--- src/rtl/pcirq_pkg.sv ---
package pcirq_pkg;
  localparam int NSRC   = 27;
  localparam int IDX_W  = $clog2(NSRC);
  localparam int DATA_W = 32;
  localparam int ADDR_W = 2;

  localparam int N_DESC_EVT = 4;
  localparam int POS_IN     = 0;
  localparam int POS_OUT    = 4;
  localparam int POS_OOD    = 9;
  localparam int POS_EXT    = 25;
  localparam int POS_ABORT  = 26;

  localparam logic [ADDR_W-1:0] A_STAT = 2'd0;
  localparam logic [ADDR_W-1:0] A_MASK = 2'd1;
  localparam logic [ADDR_W-1:0] A_EN   = 2'd2;

  function automatic logic [NSRC-1:0] impl_bits();
    logic [NSRC-1:0] m;
    m = '0;
    for (int i = 0; i < N_DESC_EVT; i++) begin
      m[POS_IN + i]  = 1'b1;
      m[POS_OUT + i] = 1'b1;
    end
    m[POS_OOD]   = 1'b1;
    m[POS_EXT]   = 1'b1;
    m[POS_ABORT] = 1'b1;
    return m;
  endfunction

  localparam logic [NSRC-1:0] IMPL_MASK = impl_bits();
endpackage

--- src/rtl/pcirq_rst_sync.sv ---
module pcirq_rst_sync #(
  parameter int STAGES = 2
) (
  input  logic clk,
  input  logic rst_n,
  output logic rst_sync_n
);
  logic [STAGES-1:0] chain_q;
  logic [STAGES-1:0] chain_d;

  always_comb chain_d = {chain_q[STAGES-2:0], 1'b1};

  always_ff @(posedge clk or negedge rst_n) begin
    if (!rst_n) chain_q <= '0;
    else        chain_q <= chain_d;
  end

  assign rst_sync_n = chain_q[STAGES-1];
endmodule

--- src/rtl/pcirq_status.sv ---
module pcirq_status
  import pcirq_pkg::*;
(
  input  logic            clk,
  input  logic            rst_n,
  input  logic [NSRC-1:0] set_vec,
  input  logic [NSRC-1:0] clr_vec,
  output logic [NSRC-1:0] stat
);
  logic [NSRC-1:0] stat_q;
  logic [NSRC-1:0] stat_d;
  logic            stat_en;

  always_comb begin
    stat_en = (|set_vec) | (|clr_vec);
    // set has priority over clear on the same bit
    stat_d  = ((stat_q & ~clr_vec) | set_vec) & IMPL_MASK;
  end

  always_ff @(posedge clk or negedge rst_n) begin
    if (!rst_n)       stat_q <= '0;
    else if (stat_en) stat_q <= stat_d;
  end

  assign stat = stat_q;

  // a set event always leaves its bit set, clear or not
  a_r4_set_wins: assert property (@(posedge clk) disable iff (!rst_n)
    ((set_vec & IMPL_MASK) != '0) |=> ((stat & $past(set_vec & IMPL_MASK)) == $past(set_vec & IMPL_MASK)));

  // a latched bit with no clear stays latched
  a_r2_sticky: assert property (@(posedge clk) disable iff (!rst_n)
    ((stat & ~clr_vec) != '0) |=> ((stat & $past(stat & ~clr_vec)) == $past(stat & ~clr_vec)));
endmodule

--- src/rtl/pcirq_regs.sv ---
module pcirq_regs
  import pcirq_pkg::*;
(
  input  logic              clk,
  input  logic              rst_n,
  input  logic              bus_wr,
  input  logic [ADDR_W-1:0] bus_addr,
  input  logic [DATA_W-1:0] bus_wdata,
  input  logic              ack_valid,
  input  logic [IDX_W-1:0]  ack_idx,
  output logic [NSRC-1:0]   mask,
  output logic              glb_en,
  output logic [NSRC-1:0]   ack_vec
);
  logic [NSRC-1:0] mask_q, mask_d;
  logic            en_q, en_d;
  logic            mask_we, en_we, mask_upd;

  always_comb begin
    ack_vec = '0;
    if (ack_valid && (int'(ack_idx) < NSRC))
      ack_vec[ack_idx] = 1'b1;
    mask_we  = bus_wr && (bus_addr == A_MASK);
    en_we    = bus_wr && (bus_addr == A_EN);
    mask_upd = mask_we | ack_valid;
    mask_d   = mask_we ? (bus_wdata[NSRC-1:0] & IMPL_MASK) : mask_q;
    mask_d   = mask_d & ~ack_vec;
    en_d     = bus_wdata[0];
  end

  always_ff @(posedge clk or negedge rst_n) begin
    if (!rst_n) begin
      mask_q <= '0;
      en_q   <= 1'b0;
    end else begin
      if (mask_upd) mask_q <= mask_d;
      if (en_we)    en_q   <= en_d;
    end
  end

  assign mask   = mask_q;
  assign glb_en = en_q;

  // acknowledge always removes the selected mask bit
  a_r7_ack_masks: assert property (@(posedge clk) disable iff (!rst_n)
    (ack_valid && (int'(ack_idx) < NSRC)) |=> (mask[$past(ack_idx)] == 1'b0));

  // unused mask positions never hold a one
  a_r8_mask_unused: assert property (@(posedge clk) disable iff (!rst_n)
    bus_wr |=> ((mask & ~IMPL_MASK) == '0));
endmodule

--- src/rtl/pcirq_prio.sv ---
module pcirq_prio
  import pcirq_pkg::*;
(
  input  logic             clk,
  input  logic             rst_n,
  input  logic [NSRC-1:0]  pend,
  output logic             found,
  output logic [IDX_W-1:0] idx
);
  always_comb begin
    found = 1'b0;
    idx   = '0;
    for (int i = NSRC - 1; i >= 0; i--) begin
      if (pend[i]) begin
        found = 1'b1;
        idx   = IDX_W'(i);
      end
    end
  end

  // reported index is pending and no lower index is pending
  a_r5_lowest: assert property (@(posedge clk) disable iff (!rst_n)
    found |-> (pend[idx] && ((pend & ((NSRC'(1) << idx) - NSRC'(1))) == '0)));
  a_r5_none: assert property (@(posedge clk) disable iff (!rst_n)
    !found |-> (pend == '0));
endmodule

--- src/rtl/pcirq_ctrl.sv ---
module pcirq_ctrl
  import pcirq_pkg::*;
(
  input  logic              clk,
  input  logic              rst_n,
  input  logic [3:0]        in_evt,
  input  logic [3:0]        out_evt,
  input  logic              in_ood,
  input  logic              ext_inta,
  input  logic              abort_evt,
  input  logic              bus_wr,
  input  logic [ADDR_W-1:0] bus_addr,
  input  logic [DATA_W-1:0] bus_wdata,
  output logic [DATA_W-1:0] bus_rdata,
  input  logic              ack_valid,
  input  logic [IDX_W-1:0]  ack_idx,
  output logic              cpu_irq,
  output logic              src_valid,
  output logic [IDX_W-1:0]  src_idx
);
  logic            rst_sync_n;
  logic [NSRC-1:0] set_vec, clr_vec, ack_vec;
  logic [NSRC-1:0] stat, mask, pend;
  logic            glb_en;

  pcirq_rst_sync #(.STAGES(2)) u_rst (
    .clk(clk), .rst_n(rst_n), .rst_sync_n(rst_sync_n)
  );

  always_comb begin
    set_vec = '0;
    for (int i = 0; i < N_DESC_EVT; i++) begin
      set_vec[POS_IN + i]  = in_evt[i];
      set_vec[POS_OUT + i] = out_evt[i];
    end
    set_vec[POS_OOD]   = in_ood;
    set_vec[POS_EXT]   = ext_inta;
    set_vec[POS_ABORT] = abort_evt;
    clr_vec = ack_vec;
    if (bus_wr && (bus_addr == A_STAT))
      clr_vec = clr_vec | bus_wdata[NSRC-1:0];
    clr_vec = clr_vec & IMPL_MASK;
  end

  pcirq_regs u_regs (
    .clk(clk), .rst_n(rst_sync_n), .bus_wr(bus_wr), .bus_addr(bus_addr),
    .bus_wdata(bus_wdata), .ack_valid(ack_valid), .ack_idx(ack_idx),
    .mask(mask), .glb_en(glb_en), .ack_vec(ack_vec)
  );

  pcirq_status u_stat (
    .clk(clk), .rst_n(rst_sync_n), .set_vec(set_vec), .clr_vec(clr_vec),
    .stat(stat)
  );

  assign pend = stat & mask;

  pcirq_prio u_prio (
    .clk(clk), .rst_n(rst_sync_n), .pend(pend), .found(src_valid), .idx(src_idx)
  );

  assign cpu_irq = glb_en & src_valid;

  always_comb begin
    unique case (bus_addr)
      A_STAT:  bus_rdata = DATA_W'(stat);
      A_MASK:  bus_rdata = DATA_W'(mask);
      A_EN:    bus_rdata = DATA_W'(glb_en);
      default: bus_rdata = '0;
    endcase
  end

  // the CPU line needs both the global enable and a pending source
  a_r6_irq_gate: assert property (@(posedge clk) disable iff (!rst_sync_n)
    cpu_irq |-> (glb_en && (pend != '0)));
  // a held INTA level keeps its status bit latched on the next cycle
  a_r4_level: assert property (@(posedge clk) disable iff (!rst_sync_n)
    ext_inta |=> stat[POS_EXT]);
endmodule

--- config.mk ---
export PLATFORM = sky130hd
export DESIGN_NAME = pcirq_ctrl
export DESIGN_NICKNAME = d
export VERILOG_FILES = /design/src/rtl/pcirq_pkg.sv /design/src/rtl/pcirq_rst_sync.sv /design/src/rtl/pcirq_status.sv /design/src/rtl/pcirq_regs.sv /design/src/rtl/pcirq_prio.sv /design/src/rtl/pcirq_ctrl.sv
export SDC_FILE = /design/constraint.sdc
export NUM_CORES = 1
export LEC_CHECK = 0
export ABC_CLOCK_PERIOD_IN_PS = 1400
export BUFFER_PORTS_ARGS = -buffer_cell sky130_fd_sc_hd__buf_2
export CORE_MARGIN = 5
export CORE_UTILIZATION = 34
export CTS_CLUSTER_SIZE = 30
export DETAILED_ROUTE_END_ITERATION = 10
export MAX_ROUTING_LAYER = met4
export RECOVER_POWER = 100
export SLEW_MARGIN = 0
export SYNTH_ARGS = -nofsm -noshare
export SYNTH_HDL_FRONTEND = slang
export SYNTH_HIERARCHICAL = 1
export SYNTH_SLANG_ARGS = --single-unit
export TNS_END_PERCENT = 50
--- constraint.sdc ---
create_clock -name clk -period 1.4 [get_ports clk]
set_input_delay 0.07 -clock clk [delete_from_list [all_inputs] [get_ports clk]]
set_output_delay 0.07 -clock clk [all_outputs]
set_load 0.1 [all_outputs]
# After elaboration in Yosys (flattened, before gate mapping)
# Cells that the tools add are included.
dict set report op_classes {
  n_mux 60
  n_eq_ne 2
  n_bitwise 10
  n_lt_le_gt_ge 3
  reduce_logical 8
}
# op count
set ops {}
lappend ops {{2-to-1 mux 5 bit} 27}
lappend ops {{AND 27 bit} 3}
lappend ops {{2-to-1 mux 27 bit} 3}
lappend ops {{one-hot mux 27 bit (3 select lines)} 1}
lappend ops {{inverter 27 bit} 2}
lappend ops {{bitwise OR 27 bit} 2}
lappend ops {{2-to-1 mux 1 bit} 28}
lappend ops {{OR reduction 11 bit} 2}
lappend ops {{< comparator 5 x 6 -> 1 bit (second input constant)} 1}
lappend ops {{demux 1 bit (select 5 bit)} 1}
lappend ops {{>= comparator 5 x 1 -> 1 bit (second input constant)} 1}
lappend ops {{logical AND 1 bit} 5}
lappend ops {{< comparator 5 bit (second input constant)} 1}
lappend ops {{equality test 2 x 1 -> 1 bit (second input constant)} 1}
lappend ops {{equality test 2 bit (second input constant)} 1}
lappend ops {{logical NOT 2 bit} 1}
lappend ops {{bitwise OR 1 bit} 2}
lappend ops {{AND 1 bit} 1}
dict set report totals {
  out_inout_bits 39
  reg_bits 41
}

# Depth between registers and ports, before layout
dict set report depth {
  depth_word 29
  ltp_mapped 7
  ltp_nobuf 6
}

# By module
# The synthesis kept the hierarchy.
# module area_each_um2 instances cells_per_inst seq_area_each_um2
set by_module_without_submodules {}
lappend by_module_without_submodules {pcirq_regs 1542.7 1 150 700.7}
lappend by_module_without_submodules {pcirq_ctrl 783.3 1 108 0.0}
lappend by_module_without_submodules {pcirq_status 523.0 1 50 275.3}
lappend by_module_without_submodules {pcirq_prio 331.6 1 57 0.0}
lappend by_module_without_submodules {pcirq_rst_sync 53.8 1 3 50.0}

# Worst setup path before layout
# Ideal clock, no wire load.
dict set report synth_path {
  path_type {reg2out}
  start {register u_stat.stat_q[25] (netlist: u_stat/stat[25])}
  end {output port src_idx[1]}
  stages_incl_launch_ff 5
  path_buffers 0
  slack_ps -2667
  arrival_ps 3997
  path_cell_list {dfrtp_1 -> and2_1 -> o31ai_1 -> a2111oi_0 -> nor4b_1}
}
dict set report synth_via {
  elab_chain_len 27
}
# item line
set synth_lines {}
lappend synth_lines {{start: declaration} pcirq_status.sv:10} ;# logic [NSRC-1:0] stat_q;
lappend synth_lines {{start signal: assignment} pcirq_status.sv:22} ;# else if (stat_en) stat_q <= stat_d;
lappend synth_lines {{AND 27 bit} pcirq_ctrl.sv:56} ;# assign pend = stat & mask;
lappend synth_lines {{net pend[25]} pcirq_ctrl.sv:23} ;# logic [NSRC-1:0] stat, mask, pend;
lappend synth_lines {{2-to-1 mux 5 bit (26 in series)} pcirq_prio.sv:14} ;# if (pend[i]) begin
lappend synth_lines {{end: declaration} pcirq_ctrl.sv:19} ;# output logic [IDX_W-1:0] src_idx
# The timed path passes the listed nets, and every way through them passes these cells.

# Worst setup path in the final report
dict set report layout_path {
  start {register u_regs.mask_q[25] (netlist: u_regs/mask[25])}
  end {output port cpu_irq}
}
dict set report layout_via {
  elab_chain_len 28
}
# item line
set layout_lines {}
lappend layout_lines {{start: declaration} pcirq_regs.sv:15} ;# logic [NSRC-1:0] mask_q, mask_d;
lappend layout_lines {{start signal: assignment} pcirq_regs.sv:36} ;# if (mask_upd) mask_q <= mask_d;
lappend layout_lines {{AND 27 bit} pcirq_ctrl.sv:56}
lappend layout_lines {{net pend[25]} pcirq_ctrl.sv:23}
lappend layout_lines {{2-to-1 mux 1 bit (26 in series)} pcirq_prio.sv:14}
lappend layout_lines {{AND 1 bit} pcirq_ctrl.sv:62} ;# assign cpu_irq = glb_en & src_valid;
lappend layout_lines {{end: declaration} pcirq_ctrl.sv:17} ;# output logic cpu_irq,
# The timed path passes the listed nets, and every way through them passes these cells.

==> results.tsv <==
metric	value	unit
status	finished with violations	
violations	negative setup slack	
finalSetupViolCount	9	
crit_path_start_kind	register	
syn_avg_cell_area	9.01	um^2
drive_gt1_frac	0.381	
grt_first_pass_wirelength	14.1	mm
fmax	502	MHz
post-route-util	0.473	
drtIter0Drc	88	
leakage	0.00207	uW
grtUsageTotal	0.160	
finalMaxSlewViolations	0	
ys_warn_count	6	
grt_max_degree	40	
finalPower	4500	uW
report.final.hold_viol_count	0	
nFillCells	887	
numCtsBuffers	5	
worstMarginPinSlew	1010	ps
cp_slowest_cell	dfrtp_1	
antenna_found_initial	0	
slew_headroom	0.323	
cp_slowest_stage_delay	390	ps
holdPathStages	3	
reg2reg_slack	260	ps
drc	0	
insertedDiodeCount	0	
critPathKind	register to output pin	
cts.sinks	41	
die_w	106	um
dr.pass1.iters	4	
gp_congestion	0.908	
grt_pass1_vias	2824	
cts_tree	built	
die_h	106	um
rsz0062_at_grt	true	
overflow	0	
hold_class	input port to register	
syn_area	3150	um^2
worstPathArrival	1920	ps
ant_nets	0	
wire_per_inst	15.0	um
pin_count	93	
start_util	0.344	
worst_setup_path_end_kind	output pin	
drv_cap	0	
power_density	1040	nW/um^2
r2r-end	u_regs/mask[15]	
vias_per_cell	4.82	
postPlaceCellArea	4280	um^2
wirelength	8.51	mm
reg2reg_depth	1	
cp_common_cell	and2_4	
vias	2735	
final_area	4330	um^2
port_buffers	66	
timing.rr.start	u_rst/chain_q[1]	
hold_path_end	u_regs/mask[25]	
fin_crit_sh	1.42	
worstPathMaxFanout	3	
clkTransAtPathRegs	90	ps
final_nets	510	
path_cells	and2_4 > or3_4 > nor3b_2 > nand3b_1 > and2_4 > buf_12	
cts.htree.levels	2	
dp_hpwl	6.60	mm
peakVddDrop	0.000607	V
worstHoldStart	bus_wdata[25]	
worstPathRequired	1330	ps
die-area	11300	um^2
syn_inst	350	
cts_buffer_depth	2	
worst_slack	-593	ps
fin_crit	1990	ps
clock_skew	14.3	ps
area_growth	37.3	%
coreArea	9150	um^2
clock_latency	300	ps
rows	35	
cts_root_buffer	clkbuf_8	
layout make-up:
| class | count | area (um^2) | area share |
|---|---|---|---|
| multi-input combinational | 269 | 1950 | 0.452 |
| sequential | 41 | 1030 | 0.237 |
| timing repair buffer | 121 | 1020 | 0.237 |
| tap | 111 | 139 | 0.0321 |
| clock buffer | 5 | 68.8 | 0.0159 |
| inverter | 18 | 67.6 | 0.0156 |
| clock inverter | 3 | 46.3 | 0.0107 |
worst max path at each step:
stage | from | endpoint | slack, ps | depth (start not counted)
4_1_cts | u_regs/mask[25] | src_idx[1] | -610 | 6
6_report | u_regs/mask[25] | cpu_irq | -590 | 6
2_1_floorplan | u_regs/mask[25] | cpu_irq | -1110 | 5
3_3_place_gp | u_stat/stat[9] | cpu_irq | -360 | 6
5_1_grt | u_regs/mask[3] | src_idx[4] | -660 | 6
3_5_place_dp | u_stat/stat[9] | cpu_irq | -490 | 6
timing repair:
item                                   in CTS  in global routing
pin swaps                                  14                  3
hold buffers                               12                  0
setup endpoints to repair                   7                 10
endpoints found under the hold margin      13                  0
resized for setup                          24                  9
setup buffers                               2                  1
power breakdown:
part / switching, uW / internal (uW)
registers: 42.7 / 1270
logic: 1340 / 854
clock network: 461 / 534
total: 1850 / 2660
registers in the layout, indices dropped and copies added (netlist names):
signal,cells
u_stat/stat,11
u_rst/chain_q,2
u_regs/glb_en,1
u_regs/mask,27
metal layers:
layer / wire length, um / global-route usage / vias up / share of wire
li1: - / - / 1368 / -
met1: 3820 / 0.204 / 1278 / 0.45
met2: 4210 / 0.262 / 76 / 0.49
met3: 356 / 0.0310 / 13 / 0.042
met4: 125 / 0.0416 / 0 / 0.015
met5: 0 / - / - / 0
stage by stage:
step / setup slack [ps] / TNS, ps / cells / hold slack [ps]
6_report: -593 / -3470 / 568 / 41.9
5_1_grt: -658 / -4280 / 568 / 51.5
3_3_place_gp: -357 / -1690 / 546 / -144
3_5_place_dp: -492 / -2160 / 546 / -142
2_1_floorplan: -1110 / -10200 / 369 / -226
4_1_cts: -614 / -3630 / 568 / 38.9
layout by cell type (no fill, tap or decap), types with 4 or more instances in the layout:
cell type and instances:
a21oi_1 19, buf_4 38, conb_1 22, and2_4 9, buf_2 29, dfrtp_1 41, a21oi_2 9, nor2_2 13
nand2_1 20, mux2i_1 35, nor2_1 37, dlygate4sd3_1 12, clkbuf_4 16, nand3b_1 4, inv_1 18, and2_1 21
a21o_1 22, buf_6 10, buf_12 11, clkbuf_8 5
critical path: cells and delay by family (launching register included):
kind                   cells  cell delay (ps)
and+or+nand+nor            5             1080
buffers and inverters      1              160
DFF                        1              390
No activity file was read; power rests on OpenSTA's default activity.
